[config.mk]
export PLATFORM = sky130hd
export DESIGN_NAME = serdisp_tx
export DESIGN_NICKNAME = d
export VERILOG_FILES = /design/src/rtl/serdisp_pkg.sv /design/src/rtl/serdisp_phase_timer.sv /design/src/rtl/serdisp_shifter.sv /design/src/rtl/serdisp_tx.sv
export SDC_FILE = /design/constraint.sdc
export NUM_CORES = 1
export LEC_CHECK = 0
export ABC_AREA = 1
export BUFFER_PORTS_ARGS = -buffer_cell sky130_fd_sc_hd__buf_2
export CORE_UTILIZATION = 45
export DETAILED_ROUTE_END_ITERATION = 12
export PLACE_DENSITY = 0.71
export SLEW_MARGIN = 20
export SYNTH_ARGS = -nofsm -noshare
export SYNTH_HDL_FRONTEND = slang
export SYNTH_SLANG_ARGS = --single-unit
[constraint.sdc]
create_clock -name clk -period 3.2 [get_ports clk]
set_input_delay 0.32 -clock clk [delete_from_list [all_inputs] [get_ports clk]]
set_output_delay 0.32 -clock clk [all_outputs]
set_load 0.005 [all_outputs]
[src/rtl/serdisp_pkg.sv]
package serdisp_pkg;

  typedef enum logic [2:0] {
    ST_IDLE,
    ST_SETUP,
    ST_LOW,
    ST_HIGH,
    ST_WAIT
  } link_state_t;

endpackage

[src/rtl/serdisp_phase_timer.sv]
module serdisp_phase_timer #(
  parameter int DIV_W = 8
) (
  input  logic             clk,
  input  logic             rst_n,
  input  logic             load,
  input  logic [DIV_W-1:0] load_val,
  output logic             expired
);

  logic [DIV_W-1:0] cnt_q;

  always_ff @(posedge clk or negedge rst_n) begin
    if (!rst_n)              cnt_q <= '0;
    else if (load)           cnt_q <= load_val;
    else if (cnt_q != '0)    cnt_q <= cnt_q - 1'b1;
  end

  assign expired = (cnt_q == '0);

endmodule

[src/rtl/serdisp_shifter.sv]
module serdisp_shifter #(
  parameter int BYTE_W = 8
) (
  input  logic              clk,
  input  logic              rst_n,
  input  logic              load,
  input  logic              shift,
  input  logic [BYTE_W-1:0] din,
  output logic              cur_bit,
  output logic              next_bit,
  output logic              at_last
);

  localparam int IDX_W = (BYTE_W > 2) ? $clog2(BYTE_W) : 1;

  logic [BYTE_W-1:0] sh_q;
  logic [IDX_W-1:0]  idx_q;

  always_ff @(posedge clk or negedge rst_n) begin
    if (!rst_n) begin
      sh_q  <= '0;
      idx_q <= '0;
    end else if (load) begin
      sh_q  <= din;
      idx_q <= '0;
    end else if (shift) begin
      sh_q  <= {sh_q[BYTE_W-2:0], 1'b0};
      idx_q <= idx_q + 1'b1;
    end
  end

  assign cur_bit  = sh_q[BYTE_W-1];
  assign next_bit = sh_q[BYTE_W-2];
  assign at_last  = (idx_q == IDX_W'(BYTE_W - 1));

endmodule

[src/rtl/serdisp_tx.sv]
module serdisp_tx
  import serdisp_pkg::*;
#(
  parameter int BYTE_W = 8,
  parameter int DIV_W  = 8
) (
  input  logic              clk,
  input  logic              rst_n,
  input  logic              in_valid,
  output logic              in_ready,
  input  logic [BYTE_W-1:0] in_data,
  input  logic              in_is_data,
  input  logic              in_last,
  input  logic [DIV_W-1:0]  half_period,
  output logic              disp_csn,
  output logic              disp_rs,
  output logic              disp_sck,
  output logic              disp_sda,
  output logic              busy
);

  link_state_t st_q, st_nxt;

  logic [DIV_W-1:0] half_q, half_in_eff;
  logic             fin_q, fin_nxt;
  logic             csn_q, rs_q, sck_q, sda_q;
  logic             rs_nxt, sda_nxt;
  logic             accept;

  logic             tmr_load, tmr_expired;
  logic [DIV_W-1:0] tmr_val;
  logic             sh_load, sh_shift, sh_cur, sh_next, sh_at_last;

  serdisp_phase_timer #(.DIV_W(DIV_W)) u_timer (
    .clk      (clk),
    .rst_n    (rst_n),
    .load     (tmr_load),
    .load_val (tmr_val),
    .expired  (tmr_expired)
  );

  serdisp_shifter #(.BYTE_W(BYTE_W)) u_shift (
    .clk      (clk),
    .rst_n    (rst_n),
    .load     (sh_load),
    .shift    (sh_shift),
    .din      (in_data),
    .cur_bit  (sh_cur),
    .next_bit (sh_next),
    .at_last  (sh_at_last)
  );

  // Host handshake: open only when idle or parked between burst bytes.
  always_comb begin
    in_ready    = (st_q == ST_IDLE) || (st_q == ST_WAIT);
    accept      = in_valid && in_ready;
    half_in_eff = (half_period == '0) ? DIV_W'(1) : half_period;
  end

  // Next-state and next-line logic.
  always_comb begin
    st_nxt   = st_q;
    tmr_load = 1'b0;
    tmr_val  = half_q - DIV_W'(1);
    sh_load  = 1'b0;
    sh_shift = 1'b0;
    fin_nxt  = fin_q;
    rs_nxt   = rs_q;
    sda_nxt  = sda_q;
    unique case (st_q)
      ST_IDLE: begin
        if (accept) begin
          st_nxt   = ST_SETUP;
          tmr_load = 1'b1;
          tmr_val  = half_in_eff - DIV_W'(1);
          sh_load  = 1'b1;
          fin_nxt  = !in_is_data || in_last;
          rs_nxt   = in_is_data;
          sda_nxt  = 1'b1;
        end
      end
      ST_SETUP: begin
        if (tmr_expired) begin
          st_nxt   = ST_LOW;
          tmr_load = 1'b1;
          sda_nxt  = sh_cur;
        end
      end
      ST_LOW: begin
        if (tmr_expired) begin
          st_nxt   = ST_HIGH;
          tmr_load = 1'b1;
        end
      end
      ST_HIGH: begin
        if (tmr_expired) begin
          if (sh_at_last) begin
            if (fin_q) begin
              st_nxt  = ST_IDLE;
              rs_nxt  = 1'b1;
              sda_nxt = 1'b1;
            end else begin
              st_nxt  = ST_WAIT;
            end
          end else begin
            st_nxt   = ST_LOW;
            tmr_load = 1'b1;
            sh_shift = 1'b1;
            sda_nxt  = sh_next;
          end
        end
      end
      ST_WAIT: begin
        if (accept) begin
          st_nxt   = ST_LOW;
          tmr_load = 1'b1;
          sh_load  = 1'b1;
          fin_nxt  = in_last;
          sda_nxt  = in_data[BYTE_W-1];
        end
      end
      default: st_nxt = ST_IDLE;
    endcase
  end

  always_ff @(posedge clk or negedge rst_n) begin
    if (!rst_n) begin
      st_q   <= ST_IDLE;
      half_q <= DIV_W'(1);
      fin_q  <= 1'b1;
      csn_q  <= 1'b1;
      rs_q   <= 1'b1;
      sck_q  <= 1'b1;
      sda_q  <= 1'b1;
    end else begin
      st_q  <= st_nxt;
      fin_q <= fin_nxt;
      rs_q  <= rs_nxt;
      sda_q <= sda_nxt;
      csn_q <= (st_nxt == ST_IDLE);
      sck_q <= (st_nxt == ST_IDLE) || (st_nxt == ST_HIGH) || (st_nxt == ST_WAIT);
      if (accept && (st_q == ST_IDLE)) half_q <= half_in_eff;
    end
  end

  assign disp_csn = csn_q;
  assign disp_rs  = rs_q;
  assign disp_sck = sck_q;
  assign disp_sda = sda_q;
  assign busy     = (st_q != ST_IDLE);

endmodule

==> summary.md, run 1 <==
| Metric | Value |
|---|---|
| Result of the run | finished clean |
| Type of the most critical hold path | input port to async pin |
| Count of pins over their slew limit | 0 |
| Area occupied by multi-input gates | 1140 um^2 |
| Startpoint kind of the worst setup timing path | register |
| PwrDens | 860 nW/um^2 |
| Number of hold-slack violations in the final timing report | 0 |
| Count of buffers inserted at the top-level ports | 26 |
| Worst Reg2Reg Path Length in Cells | 9 |
| Starting utilization of the core area | 0.469 |
| Largest fanout of any net on the critical path | 13 |
| First-iteration detailed-routing DRC count | 100 |
| Combinational Power Share | 0.429 |
| Initial antenna violation count | 0 |
| Critical Path Sink Type | register |
| Worst slack on hold paths | just over 0.09 ns |
| Count of instances resized after the clock tree is built | 0 |
| Family with the most delay on the worst path | simple AND/OR/NAND/NOR gates |
| Crit path required time | 3.37 ns |
| Most used flip-flop cell after synthesis | dfrtp_1 |
| Total number of placement rows | 25 |
| Number of buffers and inverters on the critical path | 2 |
| Fraction of final layout cells sized beyond drive strength 1 | 0.181 |
| Portion of the clock cycle consumed by the worst path in the final layout | 0.617 |
| Ordered list of cells on the worst path | inv_1 -> ha_1 -> nand2_2 -> nor2_4 -> nand2_2 -> nand3_4 -> inv_4 -> o21ai_0 -> o21ai_0 |
| DIE HEIGHT | 72.2 um |
| Area of the mapped netlist | about 2200 um^2 |
| Wire per inst | 11.6 um |
| Commonest non-fill, non-tap cells in the layout | nand2_1 (69), nor2_1 (43), nand3_1 (37), inv_1 (36), dfrtp_1 (29) |
| Number of placed I/O pins | 27 |
| Tightest Pin Transition | roughly 0.77 ns |
| Sequential Area | 883 um^2 |
| Synthesized instance count | 303 |
| Clock tree from TritonCTS | yes |
| Leading cell type in the layout, fill and taps excluded | nand2_1 |
| Synth-to-Final Area Change | 12.7% |
| Master of the slowest instance on the critical path | dfrtp_1 |
| Number of distinct standard cells referenced by the synthesized netlist | 29 |
| Global-route wire length before repair | 7520 um |
| TritonRoute pass-1 iters | 4 |
| TritonCTS Sinks | 35 |
| Syn Area/Cell | 7.31 um^2 |
| Final RePlAce weighted congestion | roughly 0.87 |
| Fin nets | 357 |
| Minimum setup slack in the final design | 1.23 ns |
| Share of power burned in registers | 0.383 |
| Critical Path Stages | 9 |
| Maximum number of pins on one net before global-route repair | 36 |
| Aggregate negative setup slack | 0 ns |
| Post-synthesis async set-or-reset flop share | 1.00 |
| Internal Dissipation | 1.27 mW |
| Setup repair after global routing missed its margin | false |
| Clock share of power | 0.189 |
| Sw Share | 0.410 |
| Data arrival time of the critical path | 2.14 ns |
| Full die area | 5210 um^2 |
| Number of H-tree levels | 2 |
| Count of final setup violators | 0 |
| Register clock-pin slew on the reported worst setup and hold paths | 0.08 ns |
| Die width | 72.2 um |
| Hold buffer count at CTS | 0 |
| Switching power | 0.880 mW |
| Overflow left after global routing | 0 |
| Overall fraction of global-route tracks in use | 0.189 |
| Number of non-filler instances in the completed layout | 398 |
| Launching point of the worst reg2reg path | u_timer.cnt_q[0] |
| Via density per instance | 4.93 |
| Library cell used as clock root buffer | clkbuf_8 |
| # fillers | 451 |
| Net count after synthesis | 330 |
| Via count | just under 2000 |
| Number of flops mapped to enable cells by yosys | 0 |
| WS Path Type | register to register |
| Worst-case clock skew | 0.00937 ns |
| Sequential fraction of the synthesis area | 0.399 |
| CP Launch Point | u_timer.cnt_q[0] |
| Core Area | 4720 um^2 |
| Minimum setup slack after placement | 1.23 ns |
| CP max stage delay | 0.38 ns |
| Post-Route WL | 4610 um |
| Period minus WS final | a little under 2 ns |
| Half-perimeter wire length after placement | 3460 um |
| Worst setup slack for register-to-register paths | roughly 1.2 ns |
| Post-DRT Antenna Nets | 0 |
| Via count of the first global-routing pass | 1695 |
| Largest voltage drop on the vdd net | around 330 uV |
| Static Leak | 1.25 nW |
| ANT cells | 0 |
| Number of warnings issued by yosys | 0 |
| Number of buffers on the longest clock path | 2 |
| Number of buffers inserted by post-CTS setup repair | 0 |
| Headroom to the max-slew limit | 0.484 |
| #FFs+latches synth | 35 |
| Peak clock frequency supported by timing | 0.507 GHz |
| Cells after DPL | 390 |
| Later-pin clock latency in the skew report | 0.30 ns |
| Max Cap Violations | 0 |
| Clock buffers created by TritonCTS | 5 |
| Drt drc | 0 |
==> sequential cells by signal, indices dropped and copies added (netlist names), 3 cells and up <==
name / flops
u_shift.idx_q: 3
half_q: 8
u_timer.cnt_q: 8
u_shift.sh_q: 8
st_q: 3
==> layout make-up <==
| cell class | instances | share of cell area |
|---|---|---|
| clock buffer | 5 | 0.0276 |
| clock inverter | 3 | 0.0176 |
| inverter | 39 | 0.0597 |
| multi-input combinational | 223 | 0.455 |
| sequential | 35 | 0.354 |
| tap | 67 | 0.0336 |
| timing repair buffer | 26 | 0.0522 |
==> path summary, 6_finish.rpt <==
check	to
worst max-delay path	u_timer.cnt_q[0]
worst min-delay path	st_q[2]
worst max register to register	u_timer.cnt_q[0]
worst min register to register	disp_rs
max in group asynchronous	u_timer.cnt_q[5]
min in group clk	disp_rs
==> power by group through the flow <==
stage / sequential (mW) / combinational, mW / clock, mW
4_1_cts: 0.822 / 0.922 / 0.412
2_1_floorplan: 0.798 / 0.731 / 0
3_3_place_gp: 0.825 / 0.900 / 0
3_5_place_dp: 0.830 / 0.916 / 0
5_1_grt: 0.852 / 1.06 / 0.428
6_report: 0.821 / 0.920 / 0.405
==> per-stage QoR <==
step                      utilization  cell area, um^2  power (mW)
after floorplan                     -             2210        1.53
after global placement          0.504             2380        1.72
after detailed placement        0.504             2380        1.75
after CTS                       0.528             2490        2.16
after global routing            0.528             2490        2.34
final                           0.528             2490        2.15
==> cells by family (layout without fill, tap and decap cells) <==
logic type / after synthesis / count (layout) / share of synthesized area
xor+xnor: 5 / 5 / 0.0198
compound gates: 39 / 39 / 0.0955
simple gates: 173 / 173 / 0.364
flops: 35 / 35 / 0.399
fa+ha+maj: 6 / 6 / 0.0339
buf+inv: 45 / 73 / 0.0881
==> cell usage after synthesis, drive strengths merged, types with 5 or more instances <==
master	instances	area share
a21oi	7	0.018
dfstp	6	0.071
nand4	8	0.025
buf	5	0.019
dfrtp	29	0.33
nand3	39	0.099
o22ai	5	0.014
ha	6	0.034
inv	39	0.067
nor2	50	0.10
o21ai	23	0.052
nand2	75	0.13
==> per-layer routing <==
layer / track usage / vias up / share of wire
li1: - / 1035 / -
met5: 0 / - / 0
met1: 0.254 / 893 / 0.48
met3: 0.0431 / 5 / 0.031
met4: 0.0806 / 0 / 0.016
met2: 0.294 / 31 / 0.47
(Power assumes the default switching activity.)
==> run 2, diff against run 1 <==
--- a/config.mk
+++ b/config.mk
@@ -5,11 +5,11 @@
 export SDC_FILE = /design/constraint.sdc
 export NUM_CORES = 1
 export LEC_CHECK = 0
-export ABC_AREA = 1
+export ABC_AREA = 0
 export BUFFER_PORTS_ARGS = -buffer_cell sky130_fd_sc_hd__buf_2
 export CORE_UTILIZATION = 45
 export DETAILED_ROUTE_END_ITERATION = 12
-export PLACE_DENSITY = 0.71
+export PLACE_DENSITY = 0.74
 export SLEW_MARGIN = 20
 export SYNTH_ARGS = -nofsm -noshare
 export SYNTH_HDL_FRONTEND = slang
==> constraint.sdc (replaced) <==
create_clock -name clk -period 1.8 [get_ports clk]
set_input_delay 0.18 -clock clk [delete_from_list [all_inputs] [get_ports clk]]
set_output_delay 0.18 -clock clk [all_outputs]
set_load 0.005 [all_outputs]
==> summary.md, run 2 <==
| Metric | Value |
|---|---|
| Clock share of power | 0.191 |
| Setup repair after global routing missed its margin | true |
| Launch point of the worst hold path | in_data[0] |
| Share of power burned in registers | 0.351 |
| Register clock-pin slew on the reported worst setup and hold paths | 0.07 ns |
| Count of pins over their slew limit | 0 |
| Switching power | 1.34 mW |
| Net count after synthesis | 247 |
| Global-route wire length before repair | 8650 um |
| Maximum number of pins on one net before global-route repair | 36 |
| Largest fanout of any net on the critical path | 8 |
| Core Area | 4410 um^2 |
| Sw Share | 0.350 |
| Commonest non-fill, non-tap cells in the layout | buf_4 (47), dfrtp_1 (29), buf_2 (26), nor2_1 (20), nand2_1 (15) |
| Drt drc | 0 |
| Clock tree from TritonCTS | yes |
| Peak clock frequency supported by timing | 0.492 GHz |
| Synth-to-Final Area Change | 41.8% |
| Overflow left after global routing | 0 |
| Sequential fraction of the synthesis area | 0.420 |
| Synthesized instance count | 220 |
| Initial antenna violation count | 0 |
| Worst setup slack for register-to-register paths | -0.23 ns |
| Number of flops mapped to enable cells by yosys | 0 |
| Minimum setup slack in the final design | -0.233 ns |
| Later-pin clock latency in the skew report | 0.29 ns |
| Number of cells on the worst hold path | 3 |
| Share of the synthesized area in the top cell type | 0.345 |
| WS Path Type | register to register |
| Layout Cell Area excl Fill | 2980 um^2 |
| Result of the run | finished, violations left |
| Crit path required time | 1.97 ns |
| First-iteration detailed-routing DRC count | around 110 |
| Largest voltage drop on the vdd net | 913 uV |
| Library cell used as clock root buffer | clkbuf_8 |
| Failing checks | negative setup slack |
| Most area-hungry cell type in the Yosys netlist | dfrtp_1 |
| Most used flip-flop cell after synthesis | dfrtp_1 |
| Count of buffers inserted at the top-level ports | 26 |
| Via density per instance | 5.86 |
| TritonCTS Sinks | 35 |
| PwrDens | 1280 nW/um^2 |
| Static Leak | 1.33 nW |
| Leading cell type in the layout, fill and taps excluded | buf_4 |
| Endpoint, Worst Hold | u_shift.sh_q[0] |
| Number of buffers on the longest clock path | 2 |
| Post-Route WL | between 5000 and 6000 um |
| Number of H-tree levels | 2 |
| Combinational Power Share | 0.458 |
| Period minus WS final | 2.03 ns |
| Full die area | 4950 um^2 |
| Count of final setup violators | 22 |
| Portion of the clock cycle consumed by the worst path in the final layout | 1.13 |
| Number of warnings issued by yosys | 0 |
| Overall fraction of global-route tracks in use | 0.222 |
| Clock buffers created by TritonCTS | 5 |
| TritonRoute pass-1 iters | 4 |
| Aggregate negative setup slack | -2.04 ns |
| Critical Path Sink Type | register |
| ANT cells | 0 |
| DIE HEIGHT | 70.3 um |
| Biggest registers after layout | half_q x8, u_shift.sh_q x8, u_timer.cnt_q x8 |
| Wire per inst | 15.9 um |
| Area of the mapped netlist | 2100 um^2 |
| Die width | between 70 and 80 um |
| Number of distinct standard cells referenced by the synthesized netlist | between 50 and 60 |
| Fraction of final layout cells sized beyond drive strength 1 | 0.461 |
| #FFs+latches synth | 35 |
| Worst-case clock skew | between 0.004 and 0.005 ns |
| Biggest area contributors in the synthesized netlist | dfrtp_1 (35%), dfstp_2 (7.5%), mux2i_1 (4.8%) |
| Worst r2r dst | u_shift.sh_q[6] |
| Type of the most critical hold path | input port to register |
| Via count of the first global-routing pass | approximately 1900 |
| Tightest Pin Transition | 0.761 ns |
| Internal Dissipation | 2.49 mW |
| Starting utilization of the core area | 0.476 |
| Top cells by count, synth | dfrtp_1 (29), nor2_1 (21), nand2_1 (16) |
| Startpoint kind of the worst setup timing path | register |
| Most frequently used cell type in the post-synthesis netlist | dfrtp_1 |
| Final RePlAce weighted congestion | roughly 0.85 |
| Post-synthesis async set-or-reset flop share | 1.00 |
| Post-place instance area | 2600 um^2 |
| Fin nets | 321 |
| Launching point of the worst reg2reg path | u_timer.cnt_q[0] |
| Number of placed I/O pins | 27 |
| Total number of placement rows | 24 |
| Headroom to the max-slew limit | 0.493 |
| Max Cap Violations | 0 |
| Number of hold-slack violations in the final timing report | 0 |
| Post-DRT Antenna Nets | 0 |
| # fillers | 328 |
| Worst Reg2Reg Path Length in Cells | 6 |
| Data arrival time of the critical path | 2.20 ns |
| Via count | 2032 |
| Syn Area/Cell | 9.55 um^2 |
| Half-perimeter wire length after placement | 3560 um |
-- run 2: cell count changes in the layout (fill, tap and decap cells not counted), sizes merged, moves of 11 or more --
cell,delta
inv,-31
nor3,+11
buf,+51
nand2,-59
nor2,-29
nand3,-37
-- run 2: kinds of logic (layout without fill, tap and decap cells) --
kind of cell	count (synthesis)	after routing	synth area share
mux	16	16	0.0798
xor+xnor	9	9	0.0375
buf+inv	20	94	0.0524
flops	35	35	0.420
simple gates	81	82	0.210
compound gates	53	53	0.164
fa+ha+maj	6	6	0.0357
-- run 2: worst max path at each step --
stage | startpoint | endpoint | slack, ns | depth (start not counted)
finish | u_timer.cnt_q[0] | u_shift.sh_q[6] | -0.23 | 6
global placement | u_timer.cnt_q[0] | u_timer.cnt_q[6] | -0.21 | 6
CTS | u_timer.cnt_q[0] | u_shift.sh_q[6] | -0.17 | 6
global route | u_timer.cnt_q[0] | u_shift.sh_q[6] | -0.25 | 6
detailed placement | u_timer.cnt_q[0] | u_timer.cnt_q[6] | -0.27 | 6
floorplan | u_timer.cnt_q[1] | u_shift.sh_q[6] | -0.22 | 8
-- run 2: area by class of cell --
cell class                      instances  area (um^2)  area share
Inverter                                8         30.0      0.0101
Tap cell                               52         65.1      0.0218
Clock buffer                            6         82.6      0.0277
Clock inverter                          2         35.0      0.0118
Timing Repair Buffer                   78          556       0.186
Multi-Input combinational cell        166         1330       0.446
Sequential cell                        35          883       0.297
-- run 2: worst max-delay path, cell delays in order (launching register included) --
cell	delay (ns)
dfrtp_1	0.40
inv_2	0.08
ha_4	0.13
or4b_4	0.52
or4_4	0.49
mux2i_1	0.20
a21oi_1	0.09
-- run 2: stage by stage --
stage | total power, mW | instances | util | setup WS, ns | hold slack (ns)
4_1_cts | 3.58 | 341 | 0.637 | -0.166 | 0.106
2_1_floorplan | 2.14 | 220 | - | -0.219 | -0.116
3_3_place_gp | 2.67 | 330 | 0.590 | -0.211 | 0.297
6_report | 3.83 | 347 | 0.675 | -0.233 | 0.107
3_5_place_dp | 2.73 | 330 | 0.590 | -0.268 | 0.293
5_1_grt | 4.05 | 347 | 0.675 | -0.250 | 0.120
-- run 2: power groups by stage --
| stage | sequential [mW] | combinational, mW | clock [mW] |
|---|---|---|---|
| 2_1_floorplan | 1.33 | 0.808 | 0 |
| 3_3_place_gp | 1.31 | 1.36 | 0 |
| 3_5_place_dp | 1.32 | 1.41 | 0 |
| 4_1_cts | 1.32 | 1.52 | 0.741 |
| 5_1_grt | 1.38 | 1.90 | 0.774 |
| 6_report | 1.34 | 1.75 | 0.731 |
-- run 2: routing by layer --
metal,global-route usage,up-vias,part of all wire
li1,-,960,-
met1,0.286,998,0.43
met2,0.370,63,0.51
met3,0.0462,11,0.045
met4,0.0756,0,0.019
met5,0,-,0
-- run 2: timing repair --
item | 4_1_cts | 5_1_grt
endpoints found under the setup margin | 25 | 26
gates cloned | 1 | 0
pin swaps | 2 | 12
resized for setup | 14 | 26
setup buffers | 1 | 6
hold buffers | 1 | 0
endpoints found under the hold margin | 24 | 0
